## config.mk

```make
export PLATFORM = sky130hd
export DESIGN_NAME = pio24
export DESIGN_NICKNAME = d
export VERILOG_FILES = /design/src/rtl/pio24_pkg.sv /design/src/rtl/pio24_sync.sv /design/src/rtl/pio24_latch.sv /design/src/rtl/pio24_ctrl.sv /design/src/rtl/pio24.sv
export SDC_FILE = /design/constraint.sdc
export NUM_CORES = 1
export LEC_CHECK = 0
export ABC_AREA = 1
export ABC_CLOCK_PERIOD_IN_PS = 2570
export BUFFER_PORTS_ARGS = -buffer_cell sky130_fd_sc_hd__buf_2
export CAP_MARGIN = 20
export CORE_MARGIN = 2
export CORE_UTILIZATION = 40
export DETAILED_ROUTE_END_ITERATION = 12
export HOLD_SLACK_MARGIN = 0.15
export PLACE_DENSITY = 0.68
export RECOVER_POWER = 50
export SYNTH_ARGS = -nofsm -noshare
export SYNTH_HDL_FRONTEND = slang
export SYNTH_SLANG_ARGS = --single-unit
```

## constraint.sdc

```tcl
create_clock -name clk -period 2.57 [get_ports clk]
set_input_delay 0.1285 -clock clk [delete_from_list [all_inputs] [get_ports clk]]
set_output_delay 0.1285 -clock clk [all_outputs]
set_load 0.02 [all_outputs]
```

## src/rtl/pio24_pkg.sv

```systemverilog
package pio24_pkg;
    localparam int PORT_W   = 8;
    localparam int HALF_W   = PORT_W / 2;
    localparam int N_PORTS  = 3;
    localparam int ALL_W    = PORT_W * N_PORTS;

    typedef logic [1:0] reg_addr_t;
    localparam reg_addr_t SEL_A   = 2'd0;
    localparam reg_addr_t SEL_B   = 2'd1;
    localparam reg_addr_t SEL_C   = 2'd2;
    localparam reg_addr_t SEL_CTL = 2'd3;

    // control word bit positions, 1 = input
    localparam int CTL_BIT_A  = 4;
    localparam int CTL_BIT_B  = 1;
    localparam int CTL_BIT_CH = 3;
    localparam int CTL_BIT_CL = 0;

    typedef struct packed {
        logic a_inp;
        logic b_inp;
        logic ch_inp;
        logic cl_inp;
    } grp_dir_t;

    localparam grp_dir_t DIR_AT_RESET = '{a_inp: 1'b1, b_inp: 1'b1, ch_inp: 1'b1, cl_inp: 1'b1};
endpackage

```

## src/rtl/pio24_sync.sv

```systemverilog
module pio24_sync #(
    parameter int W = 24
) (
    input  logic         clk,
    input  logic         rst_n,
    input  logic [W-1:0] raw,
    output logic [W-1:0] synced
);
    typedef struct packed {
        logic [W-1:0] stage1;
        logic [W-1:0] stage2;
    } sync_st_t;

    sync_st_t st_d, st_q;

    always_comb begin
        st_d        = st_q;
        st_d.stage1 = raw;
        st_d.stage2 = st_q.stage1;
    end

    always_ff @(posedge clk or negedge rst_n) begin
        if (!rst_n) st_q <= '0;
        else        st_q <= st_d;
    end

    assign synced = st_q.stage2;
endmodule

```

## src/rtl/pio24_latch.sv

```systemverilog
module pio24_latch #(
    parameter int W = 8
) (
    input  logic         clk,
    input  logic         rst_n,
    input  logic         load,
    input  logic         clr,
    input  logic [W-1:0] din,
    output logic [W-1:0] q
);
    typedef struct packed {
        logic [W-1:0] val;
    } lat_st_t;

    lat_st_t st_d, st_q;

    always_comb begin
        st_d = st_q;
        if (clr)       st_d.val = '0;
        else if (load) st_d.val = din;
    end

    always_ff @(posedge clk or negedge rst_n) begin
        if (!rst_n) st_q <= '0;
        else        st_q <= st_d;
    end

    assign q = st_q.val;
endmodule

```

## src/rtl/pio24_ctrl.sv

```systemverilog
module pio24_ctrl
    import pio24_pkg::*;
(
    input  logic             clk,
    input  logic             rst_n,
    input  logic             wr_en,
    input  reg_addr_t        addr,
    input  logic [PORT_W-1:0] wr_data,
    output grp_dir_t         dir,
    output logic             clr_all
);
    typedef struct packed {
        grp_dir_t dir;
    } ctl_st_t;

    ctl_st_t st_d, st_q;
    logic    ctl_wr;

    always_comb begin
        ctl_wr = wr_en && (addr == SEL_CTL);
        st_d   = st_q;
        if (ctl_wr) begin
            st_d.dir.a_inp  = wr_data[CTL_BIT_A];
            st_d.dir.b_inp  = wr_data[CTL_BIT_B];
            st_d.dir.ch_inp = wr_data[CTL_BIT_CH];
            st_d.dir.cl_inp = wr_data[CTL_BIT_CL];
        end
    end

    always_ff @(posedge clk or negedge rst_n) begin
        if (!rst_n) st_q.dir <= DIR_AT_RESET;
        else        st_q     <= st_d;
    end

    assign dir     = st_q.dir;
    assign clr_all = ctl_wr;
endmodule

```

## src/rtl/pio24.sv

```systemverilog
module pio24
    import pio24_pkg::*;
(
    input  logic        clk,
    input  logic        rst_n,
    input  logic [1:0]  addr,
    input  logic        wr_en,
    input  logic [7:0]  wr_data,
    output logic [7:0]  rd_data,
    input  logic [7:0]  pa_in,
    input  logic [7:0]  pb_in,
    input  logic [7:0]  pc_in,
    output logic [7:0]  pa_out,
    output logic [7:0]  pb_out,
    output logic [7:0]  pc_out,
    output logic        pa_oe,
    output logic        pb_oe,
    output logic        pc_hi_oe,
    output logic        pc_lo_oe
);
    grp_dir_t          dir;
    logic              clr_all;
    logic [ALL_W-1:0]  pins_sync;
    logic [PORT_W-1:0] lat  [N_PORTS];
    logic [PORT_W-1:0] smp  [N_PORTS];

    pio24_ctrl u_ctrl (
        .clk     (clk),
        .rst_n   (rst_n),
        .wr_en   (wr_en),
        .addr    (addr),
        .wr_data (wr_data),
        .dir     (dir),
        .clr_all (clr_all)
    );

    pio24_sync #(.W(ALL_W)) u_sync (
        .clk    (clk),
        .rst_n  (rst_n),
        .raw    ({pc_in, pb_in, pa_in}),
        .synced (pins_sync)
    );

    for (genvar g = 0; g < N_PORTS; g++) begin : g_port
        logic sel_wr;
        assign sel_wr = wr_en && (addr == reg_addr_t'(g));
        assign smp[g] = pins_sync[g*PORT_W +: PORT_W];

        pio24_latch #(.W(PORT_W)) u_lat (
            .clk   (clk),
            .rst_n (rst_n),
            .load  (sel_wr),
            .clr   (clr_all),
            .din   (wr_data),
            .q     (lat[g])
        );
    end

    always_comb begin
        rd_data = '0;
        unique case (addr)
            SEL_A:   rd_data = dir.a_inp ? smp[0] : lat[0];
            SEL_B:   rd_data = dir.b_inp ? smp[1] : lat[1];
            SEL_C: begin
                rd_data[PORT_W-1:HALF_W] = dir.ch_inp ? smp[2][PORT_W-1:HALF_W] : lat[2][PORT_W-1:HALF_W];
                rd_data[HALF_W-1:0]      = dir.cl_inp ? smp[2][HALF_W-1:0]      : lat[2][HALF_W-1:0];
            end
            default: rd_data = '0;
        endcase
    end

    assign pa_out   = lat[0];
    assign pb_out   = lat[1];
    assign pc_out   = lat[2];
    assign pa_oe    = ~dir.a_inp;
    assign pb_oe    = ~dir.b_inp;
    assign pc_hi_oe = ~dir.ch_inp;
    assign pc_lo_oe = ~dir.cl_inp;
endmodule

```

==> results of run 1 <==
[final timing paths]
| check | to | cells past startpoint |
|---|---|---|
| setup reg to reg | u_ctrl.dir[3] | 2 |
| min in group asynchronous | g_port[2].u_lat.q[6] | 2 |
| hold reg to reg | u_sync.synced[7] | 0 |
| max in group asynchronous | u_sync.st_d[11] | 2 |
| hold / removal | g_port[0].u_lat.q[1] | 4 |
| setup / recovery | rd_data[3] | 5 |
[cell families after synthesis]
kind of cell,after synthesis
AOI/OAI and AO/OA,20
buffers and inverters,31
DFF,76
and+or+nand+nor,155
[sequential cells by signal (all words and copies together), names as in the netlist]
signal / count
u_sync.synced: 24
u_ctrl.dir: 4
u_sync.st_d: 24
g_port.u_lat.q: 24
[routing by layer]
metal  up-vias  global-route usage (%)
li1       1111                       -
met1      1068                    24.9
met2        71                    27.3
met3        16                    4.08
met4         0                    12.3
met5         -                       0
[metrics by stage]
step	total power, mW	worst slack (ns)	area [sq um]
floorplan	1.63	1.09	2780
global placement	1.81	1.01	3200
detailed placement	1.82	1.01	3200
CTS	2.82	0.621	3790
global route	2.91	0.320	3750
finish	2.77	0.646	3750
[power groups by stage]
stage	logic (mW)	registers [mW]	clock network (mW)
2_1_floorplan	0.210	1.42	0
6_report	0.458	1.37	0.949
3_3_place_gp	0.427	1.38	0
4_1_cts	0.476	1.37	0.976
3_5_place_dp	0.432	1.39	0
5_1_grt	0.510	1.38	1.02
[final cells by class]
type	count	area (sq um)
Clock inverter	4	73.8
Tap cell	80	100
Clock buffer	12	135
Timing Repair Buffer	110	709
Sequential cell	76	1910
Multi-Input combinational cell	175	736
Inverter	25	93.8
Fill cell	619	3000
[critical path, cell delays in order, from the launching register on]
cell	delay [ns]
dfstp_2	0.63
clkinv_1	0.29
nand2_1	0.13
nand3_1	0.11
nand3_1	0.12
buf_2	0.17
[placed cells by master (no fill, tap or decap), drive strengths merged]
| master | n |
|---|---|
| bufinv | 2 |
| a21oi | 4 |
| inv | 23 |
| o21ai | 16 |
| clkbuf | 38 |
| dlygate4sd3 | 38 |
| buf | 46 |
| nor2 | 6 |
| dfrtp | 72 |
| dfstp | 4 |
| nand3 | 19 |
| nand4 | 8 |
| clkinv | 4 |
| nand2 | 122 |
==> flow_metrics.tcl, run 1 <==
set metrics [dict create \
    status "finished, violations left" \
    violations "capacitance limit, slew limit" \
    cts_made_buffers 9 \
    synth_top_area_share_pct 64.8 \
    wl_met1_microns 2960 \
    synthSimpleGateAreaFrac_pct 23.0 \
    gp_congestion 0.897 \
    ctsResizeCount 0 \
    yosysMostFrequentCell "nand2_1" \
    syn_area_sq_mm 0.00278 \
    grt_pass1_vias 2249 \
    synth_top_area_cell "dfrtp_1" \
    boundaryPins 73 \
    end_kind "output pin" \
    synth_xor_area_share_pct 0 \
    grt_max_degree 77 \
    finalSetupTns_ns 0 \
    worstSkewPairLatency_ns 0.34 \
    skew_ns 0.00677 \
    wl_met2_microns 2960 \
    tightestPinTransition_ns 1.80 \
    fin_nets 434 \
    switchingPower_mw 0.771 \
    synthArstFlopShare_pct 100 \
    fin_util_pct 55.6 \
    die_x_microns 87.4 \
    r2r-start "u_ctrl.dir[3]" \
    highest_layer "met4" \
    area_delta_synth_final_pct 35.1 \
    layout-drive-gt1-share_pct 17.4 \
    clock.fmax_ghz 0.520 \
    synth_edf_count 0 \
    ys_top_cells_by_count "121 x nand2_1, 72 x dfrtp_1, 20 x inv_1" \
    overflow 0 \
    critPathKind "register to output pin" \
    yosys-top-cells-area "dfrtp_1 65%, nand2_1 16%, dfstp_2 3.8%, nand3_1 3.1%, inv_1 2.7%" \
    drt_iter0_markers 135 \
    drv_cap 1 \
    yosysSeqAreaShare_pct 68.6 \
    critPathMaxFanout 10 \
    drc 0 \
    r2r_setup_slack_ns 1.33 \
    syn_nets 319 \
    synth_mux_area_share_pct 0 \
    synth_top_family_by_area "simple AND/OR/NAND/NOR gates" \
    post_drt_wl_per_cell_microns 13.6 \
    grt_pass1_wl_microns 10400 \
    clk_path_buf_depth 2 \
    post-route-period-util_pct 74.8 \
    synth_warnings 0 \
    hpwl_microns 4670 \
    finalMaxSlewViolations 77 \
    wl_met3_microns 426 \
    synthCells 282 \
    timing.hold.ws_ns 0.205 \
    synth_compound_area_share_pct 3.60 \
    worstPathRequired_ns 2.44 \
    power.share.switching_pct 27.8 \
    setup_viol 0 \
    worstHoldStart "addr[0]" \
    hold_path_class "input port to register" \
    core_sq_mm 0.00676 \
    power_frac_comb_pct 16.5 \
    floorplan.initialDensity_pct 41.1 \
    finalHoldViolCount 0 \
    dr.pass1.iters 4 \
    clk_pin_slew_ns 0.07 \
    postCtsHoldBufs 38 \
    synth_seq_cells 76 \
    p_int_mw 2.00 \
    max_slew_margin_pct -20.3 \
    min_period_ns 1.92 \
    stdcell_count 482 \
    crit_arrival_ns 1.80 \
    antenna_found_initial 0 \
    tritoncts "done" \
    die_height_microns 87.4 \
    dp.cells 428 \
    cp-start-kind "register" \
    vias 2266 \
    num_rows 30 \
    diodes 0 \
    pwr-share-clk_pct 34.2 \
    clkSinkCount 76 \
    dieArea_sq_mm 0.00763 \
    track_usage_pct 18.6 \
    irDropWorstVdd_v 0.000327 \
    totalWireLength_microns 6570 \
    ys_types 18 \
    syn_avg_cell_area_sq_um 9.86 \
    sequentialPowerShare_pct 49.3 \
    root_buffer "clkbuf_8" \
    leakagePower_nw 1.91 \
    htree_levels 3 \
    p_per_area_mw_per_mm2 739 \
    io_buffer_count 72 \
    ant_nets 0 \
    viasPerCell 4.70 \
    rsz0062_at_grt "false" \
    synth-main-ff-cell "dfrtp_1" \
    cts_setup_buffers 0 \
    startpoint "u_ctrl.dir[2]" \
    yosys.area_share.adder_pct 0 \
]
(Power assumes the default switching activity.)
==> run 2: changes to the inputs <==
--- a/config.mk
+++ b/config.mk
@@ -6,7 +6,7 @@
 export NUM_CORES = 1
 export LEC_CHECK = 0
 export ABC_AREA = 1
-export ABC_CLOCK_PERIOD_IN_PS = 2570
+export ABC_CLOCK_PERIOD_IN_PS = 2000
 export BUFFER_PORTS_ARGS = -buffer_cell sky130_fd_sc_hd__buf_2
 export CAP_MARGIN = 20
 export CORE_MARGIN = 2
==> constraint.sdc (replaced) <==
create_clock -name clk -period 2 [get_ports clk]
set_input_delay 0.1 -clock clk [delete_from_list [all_inputs] [get_ports clk]]
set_output_delay 0.1 -clock clk [all_outputs]
set_load 0.02 [all_outputs]
==> flow_metrics.tcl, run 2 (synthesis results as in run 1) <==
set metrics [dict create \
    status "complete, no violations" \
    pwr-share-clk_pct 33.5 \
    timing.hold.ws_ns 0.177 \
    hold_path_class "input port to register" \
    hpwl_microns 4750 \
    gr-usage-met2_pct 28.9 \
    irDropWorstVdd_v 0.000580 \
    dr.pass1.iters 4 \
    sequentialPowerShare_pct 49.2 \
    cts_setup_buffers 0 \
    p_per_area_mw_per_mm2 935 \
    tritoncts "done" \
    power_frac_comb_pct 17.2 \
    post_drt_wl_per_cell_microns 14.0 \
    whs_endpoint "g_port[0].u_lat.q[1]" \
    viasPerCell 4.70 \
    clock.fmax_ghz 0.540 \
    cts_made_buffers 9 \
    boundaryPins 73 \
    end_kind "output pin" \
    io_buffer_count 72 \
    met3_usage_pct 7.30 \
    finalMaxSlewViolations 0 \
    antenna_found_initial 1 \
    max_slew_margin_pct 35.4 \
    final_cell_area_sq_mm 0.00381 \
    clk_pin_slew_ns 0.08 \
    vias 2270 \
    r2r-start "u_ctrl.dir[3]" \
    dp.cells 429 \
    critPathMaxFanout 10 \
    layout-drive-gt1-share_pct 25.3 \
    final_common_cell "nand2_1" \
    finalSetupTns_ns 0 \
    dieArea_sq_mm 0.00763 \
    num_rows 30 \
    power.share.switching_pct 28.8 \
    diodes 0 \
    drt_iter0_markers 159 \
    totalWireLength_microns 6760 \
    pre_cts_slack_ns 0.452 \
    stdcell_count 483 \
    grt_pass1_vias 2280 \
    placed_area_sq_mm 0.00322 \
    switchingPower_mw 1.03 \
    clkSinkCount 76 \
    met1_usage_pct 25.6 \
    r2r-end "u_ctrl.dir[3]" \
    holdPathStages 4 \
    final_cell_mix "121 x nand2_1, 72 x dfrtp_1, 71 x buf_2" \
    track_usage_pct 19.5 \
    clk_path_buf_depth 2 \
    r2r_setup_slack_ns 0.85 \
    skew_ns 0.00462 \
    root_buffer "clkbuf_8" \
    min_period_ns 1.85 \
    leakagePower_nw 1.99 \
    die_height_microns 87.4 \
    grt_pass1_wl_microns 10900 \
    floorplan.initialDensity_pct 41.1 \
    worst_slack_ns 0.148 \
    htree_levels 3 \
    fin_nets 435 \
    worstSkewPairLatency_ns 0.34 \
    overflow 0 \
    drc 0 \
    area_delta_synth_final_pct 36.9 \
    p_int_mw 2.54 \
    busiest_layer "met2" \
    worstHoldStart "addr[0]" \
    rr_worst_depth 2 \
    die_x_microns 87.4 \
    cp-start-kind "register" \
    finalHoldViolCount 0 \
    tightestPinTransition_ns 0.969 \
    rsz0062_at_grt "false" \
    critPathKind "register to output pin" \
    crit_arrival_ns 1.75 \
    ant_nets 0 \
    post-route-period-util_pct 92.6 \
    setup_viol 0 \
    grt_max_degree 42 \
    drv_cap 0 \
    core_sq_mm 0.00676 \
    gp_congestion 0.900 \
    worstPathRequired_ns 1.90 \
]
[run 2: cell type report]
| type | count | area (sq um) |
|---|---|---|
| inverter | 25 | 101 |
| sequential | 76 | 1910 |
| multi-input combinational | 175 | 741 |
| clock buffer | 11 | 151 |
| timing repair buffer | 111 | 748 |
| tap | 80 | 100 |
| fill | 607 | 2950 |
| clock inverter | 5 | 58.8 |
[run 2: how the worst max path moves through the flow]
stage / startpoint / endpoint
4_1_cts: u_ctrl.dir[2] / rd_data[3]
2_1_floorplan: u_ctrl.dir[3] / rd_data[2]
6_report: u_ctrl.dir[2] / rd_data[3]
3_5_place_dp: u_ctrl.dir[2] / rd_data[3]
3_3_place_gp: u_ctrl.dir[2] / rd_data[3]
5_1_grt: u_ctrl.dir[2] / rd_data[3]
[run 2: per-stage QoR]
stage | util, % | power (mW)
after global placement | 47.7 | 2.33
after CTS | 56.5 | 3.60
final | 56.4 | 3.56
after floorplan | - | 2.09
after global routing | 56.4 | 3.77
after detailed placement | 47.7 | 2.34
[run 2: repair_timing]
action,CTS,global route
endpoints found under the hold margin,126,0
hold buffers,38,0
resized for setup,0,2
endpoints found under the setup margin,0,8
[run 2: worst max-delay path, stage by stage (launching register included)]
cell and delay [ns]:
dfstp_2 0.65, clkinvlp_4 0.24, nand2_1 0.10, nand3_1 0.13
nand3_1 0.11, buf_2 0.16
[run 2: metal layers]
metal  up-vias  part of all wire (%)
li1       1116                     -
met1      1071                    44
met2        71                    47
met3        12                   6.2
met4         0                   2.7
met5         -                     0
[run 2: power groups by stage]
stage / sequential (mW) / combinational, mW / clock, mW
after floorplan: 1.82 / 0.270 / 0
after global placement: 1.78 / 0.555 / 0
after detailed placement: 1.78 / 0.564 / 0
after CTS: 1.75 / 0.620 / 1.23
after global routing: 1.77 / 0.683 / 1.32
final: 1.75 / 0.614 / 1.19
==> run 3: changes to the inputs <==
--- a/config.mk
+++ b/config.mk
@@ -7,13 +7,14 @@
 export LEC_CHECK = 0
 export ABC_AREA = 1
 export ABC_CLOCK_PERIOD_IN_PS = 2000
-export BUFFER_PORTS_ARGS = -buffer_cell sky130_fd_sc_hd__buf_2
 export CAP_MARGIN = 20
+export CORE_ASPECT_RATIO = 2
 export CORE_MARGIN = 2
 export CORE_UTILIZATION = 40
 export DETAILED_ROUTE_END_ITERATION = 12
+export DONT_BUFFER_PORTS = 1
 export HOLD_SLACK_MARGIN = 0.15
-export PLACE_DENSITY = 0.68
+export PLACE_DENSITY = 0.59
 export RECOVER_POWER = 50
 export SYNTH_ARGS = -nofsm -noshare
 export SYNTH_HDL_FRONTEND = slang
==> flow_metrics.tcl, run 3 (synthesis results as in run 1) <==
set metrics [dict create \
    area_delta_synth_final_pct 31.7 \
    irDropWorstVdd_v 0.000861 \
    dr.pass1.iters 4 \
    grt_pass1_vias 2274 \
    leakagePower_nw 1.79 \
    tritoncts "done" \
    max_slew_margin_pct 34.4 \
    root_buffer "clkbuf_16" \
    finalSetupTns_ns 0 \
    cpMostUsedCell "dlygate4sd3_1" \
    timing.hold.ws_ns 0.264 \
    vias 2127 \
    finalHoldViolCount 0 \
    fin_nets 375 \
    cts_made_buffers 9 \
    rsz0062_at_grt "false" \
    hpwl_microns 4510 \
    final_common_cell "nand2_1" \
    grt_max_degree 77 \
    die_x_microns 63.0 \
    die_height_microns 122 \
    cp_num_buf_inv 4 \
    track_usage_pct 20.1 \
    clk_path_buf_depth 2 \
    clock.fmax_ghz 0.525 \
    cp-start-kind "input port" \
    fin_util_pct 53.6 \
    diodes 0 \
    final_cell_area_sq_mm 0.00366 \
    post_drt_wl_per_cell_microns 15.8 \
    crit_chain "dlygate4sd3_1, inv_2, nand4_1, dlygate4sd3_1, nand2_1, dlygate4sd3_1" \
    cts_setup_buffers 0 \
    end_kind "register" \
    layout-drive-gt1-share_pct 8.75 \
    status "complete, no violations" \
    ant_nets 0 \
    cp_slowest_stage_delay_ns 0.58 \
    clk_pin_slew_ns 0.05 \
    viasPerCell 4.91 \
    floorplan.initialDensity_pct 40.7 \
    critPathMaxFanout 10 \
    antenna_found_initial 0 \
    finalMaxSlewViolations 0 \
    worstSkewPairLatency_ns 0.33 \
    crit_arrival_ns 2.17 \
    crit_family "buffers and inverters" \
    r2r-start "u_ctrl.dir[3]" \
    hold_path_class "input port to register" \
    htree_levels 3 \
    core_sq_mm 0.00683 \
    skew_ns 0.00285 \
    boundaryPins 73 \
    critPathKind "input port to register" \
    setup_viol 0 \
    placed_area_sq_mm 0.00285 \
    overflow 0 \
    worstPathRequired_ns 2.27 \
    drt_iter0_markers 160 \
    totalWireLength_microns 6830 \
    clkSinkCount 76 \
    p_per_area_mw_per_mm2 1040 \
    final_cell_mix "121 x nand2_1, 72 x dfrtp_1, 49 x dlygate4sd3_1" \
    startpoint "addr[0]" \
    drc 0 \
    critPathSlowestCell "dlygate4sd3_1" \
    grt_pass1_wl_microns 11000 \
    min_period_ns 1.90 \
    worstHoldStart "addr[0]" \
    tightestPinTransition_ns 0.985 \
    drv_cap 0 \
    gp_congestion 0.857 \
    dp.cells 366 \
    stdcell_count 433 \
    num_rows 43 \
    dieArea_sq_mm 0.00767 \
    io_buffer_count 0 \
    post-route-period-util_pct 95.2 \
]
[run 3: cell types whose count changed in the layout (fill, tap and decap cells not counted)]
cell,change
buf_2,-71
dlymetal6s4s_1,+1
clkbuf_2,-1
dlygate4sd3_1,+11
bufinv_16,-1
clkinvlp_4,-1
clkbuf_8,-8
clkinv_2,+2
inv_6,-1
clkbuf_16,+9
[run 3: timing repair]
| action | 4_1_cts | 5_1_grt |
|---|---|---|
| resized for setup | 0 | 3 |
| endpoints found under the setup margin | 0 | 11 |
| endpoints found under the hold margin | 128 | 0 |
| hold buffers | 51 | 0 |
[run 3: routing by layer]
metal | part of all wire, % | global-route usage [%] | wire length (microns) | vias up
li1 | - | - | - | 998
met1 | 36 | 22.3 | 2490 | 999
met2 | 50 | 33.3 | 3450 | 115
met3 | 10 | 7.39 | 690 | 15
met4 | 2.9 | 10.7 | 199 | 0
met5 | 0 | 0 | 0 | -
[run 3: where the power goes]
| group | total, mW | switching, mW | internal (mW) | leakage, nW |
|---|---|---|---|---|
| registers | 1.85 | 0.179 | 1.67 | 0.907 |
| logic | 0.454 | 0.286 | 0.168 | 0.736 |
| clock network | 1.51 | 0.573 | 0.933 | 0.144 |
[run 3: worst register-to-register path: stages, from the launching register on]
cell           delay [ns]
dfstp_2              0.62
clkinvlp_4           0.33
a21oi_1              0.21
dlygate4sd3_1        0.57
[run 3: area by class of cell]
type	count	area [sq um]
multi-input cells	175	741
fillers	630	3170
inverters	25	101
well taps	90	113
clock buffers	12	267
repair buffers	51	510
clock inverters	4	22.5
flip-flops and latches	76	1910
[run 3: metrics by stage]
step	power, mW	setup slack [ns]
final	3.81	0.0959
after floorplan	2.09	0.547
after global placement	2.17	0.433
after global routing	3.98	0.0260
after detailed placement	2.18	0.407
after CTS	3.85	0.0332
[run 3: final timing paths]
check	to	slack [ns]	cells past startpoint
hold / removal	g_port[1].u_lat.q[5]	0.26	3
hold reg to reg	u_sync.synced[7]	0.34	0
setup / recovery	g_port[0].u_lat.q[5]	0.1	6
setup reg to reg	u_ctrl.dir[3]	0.22	3
min in group asynchronous	u_sync.synced[5]	0.54	2
max in group asynchronous	u_sync.st_d[15]	0.84	2
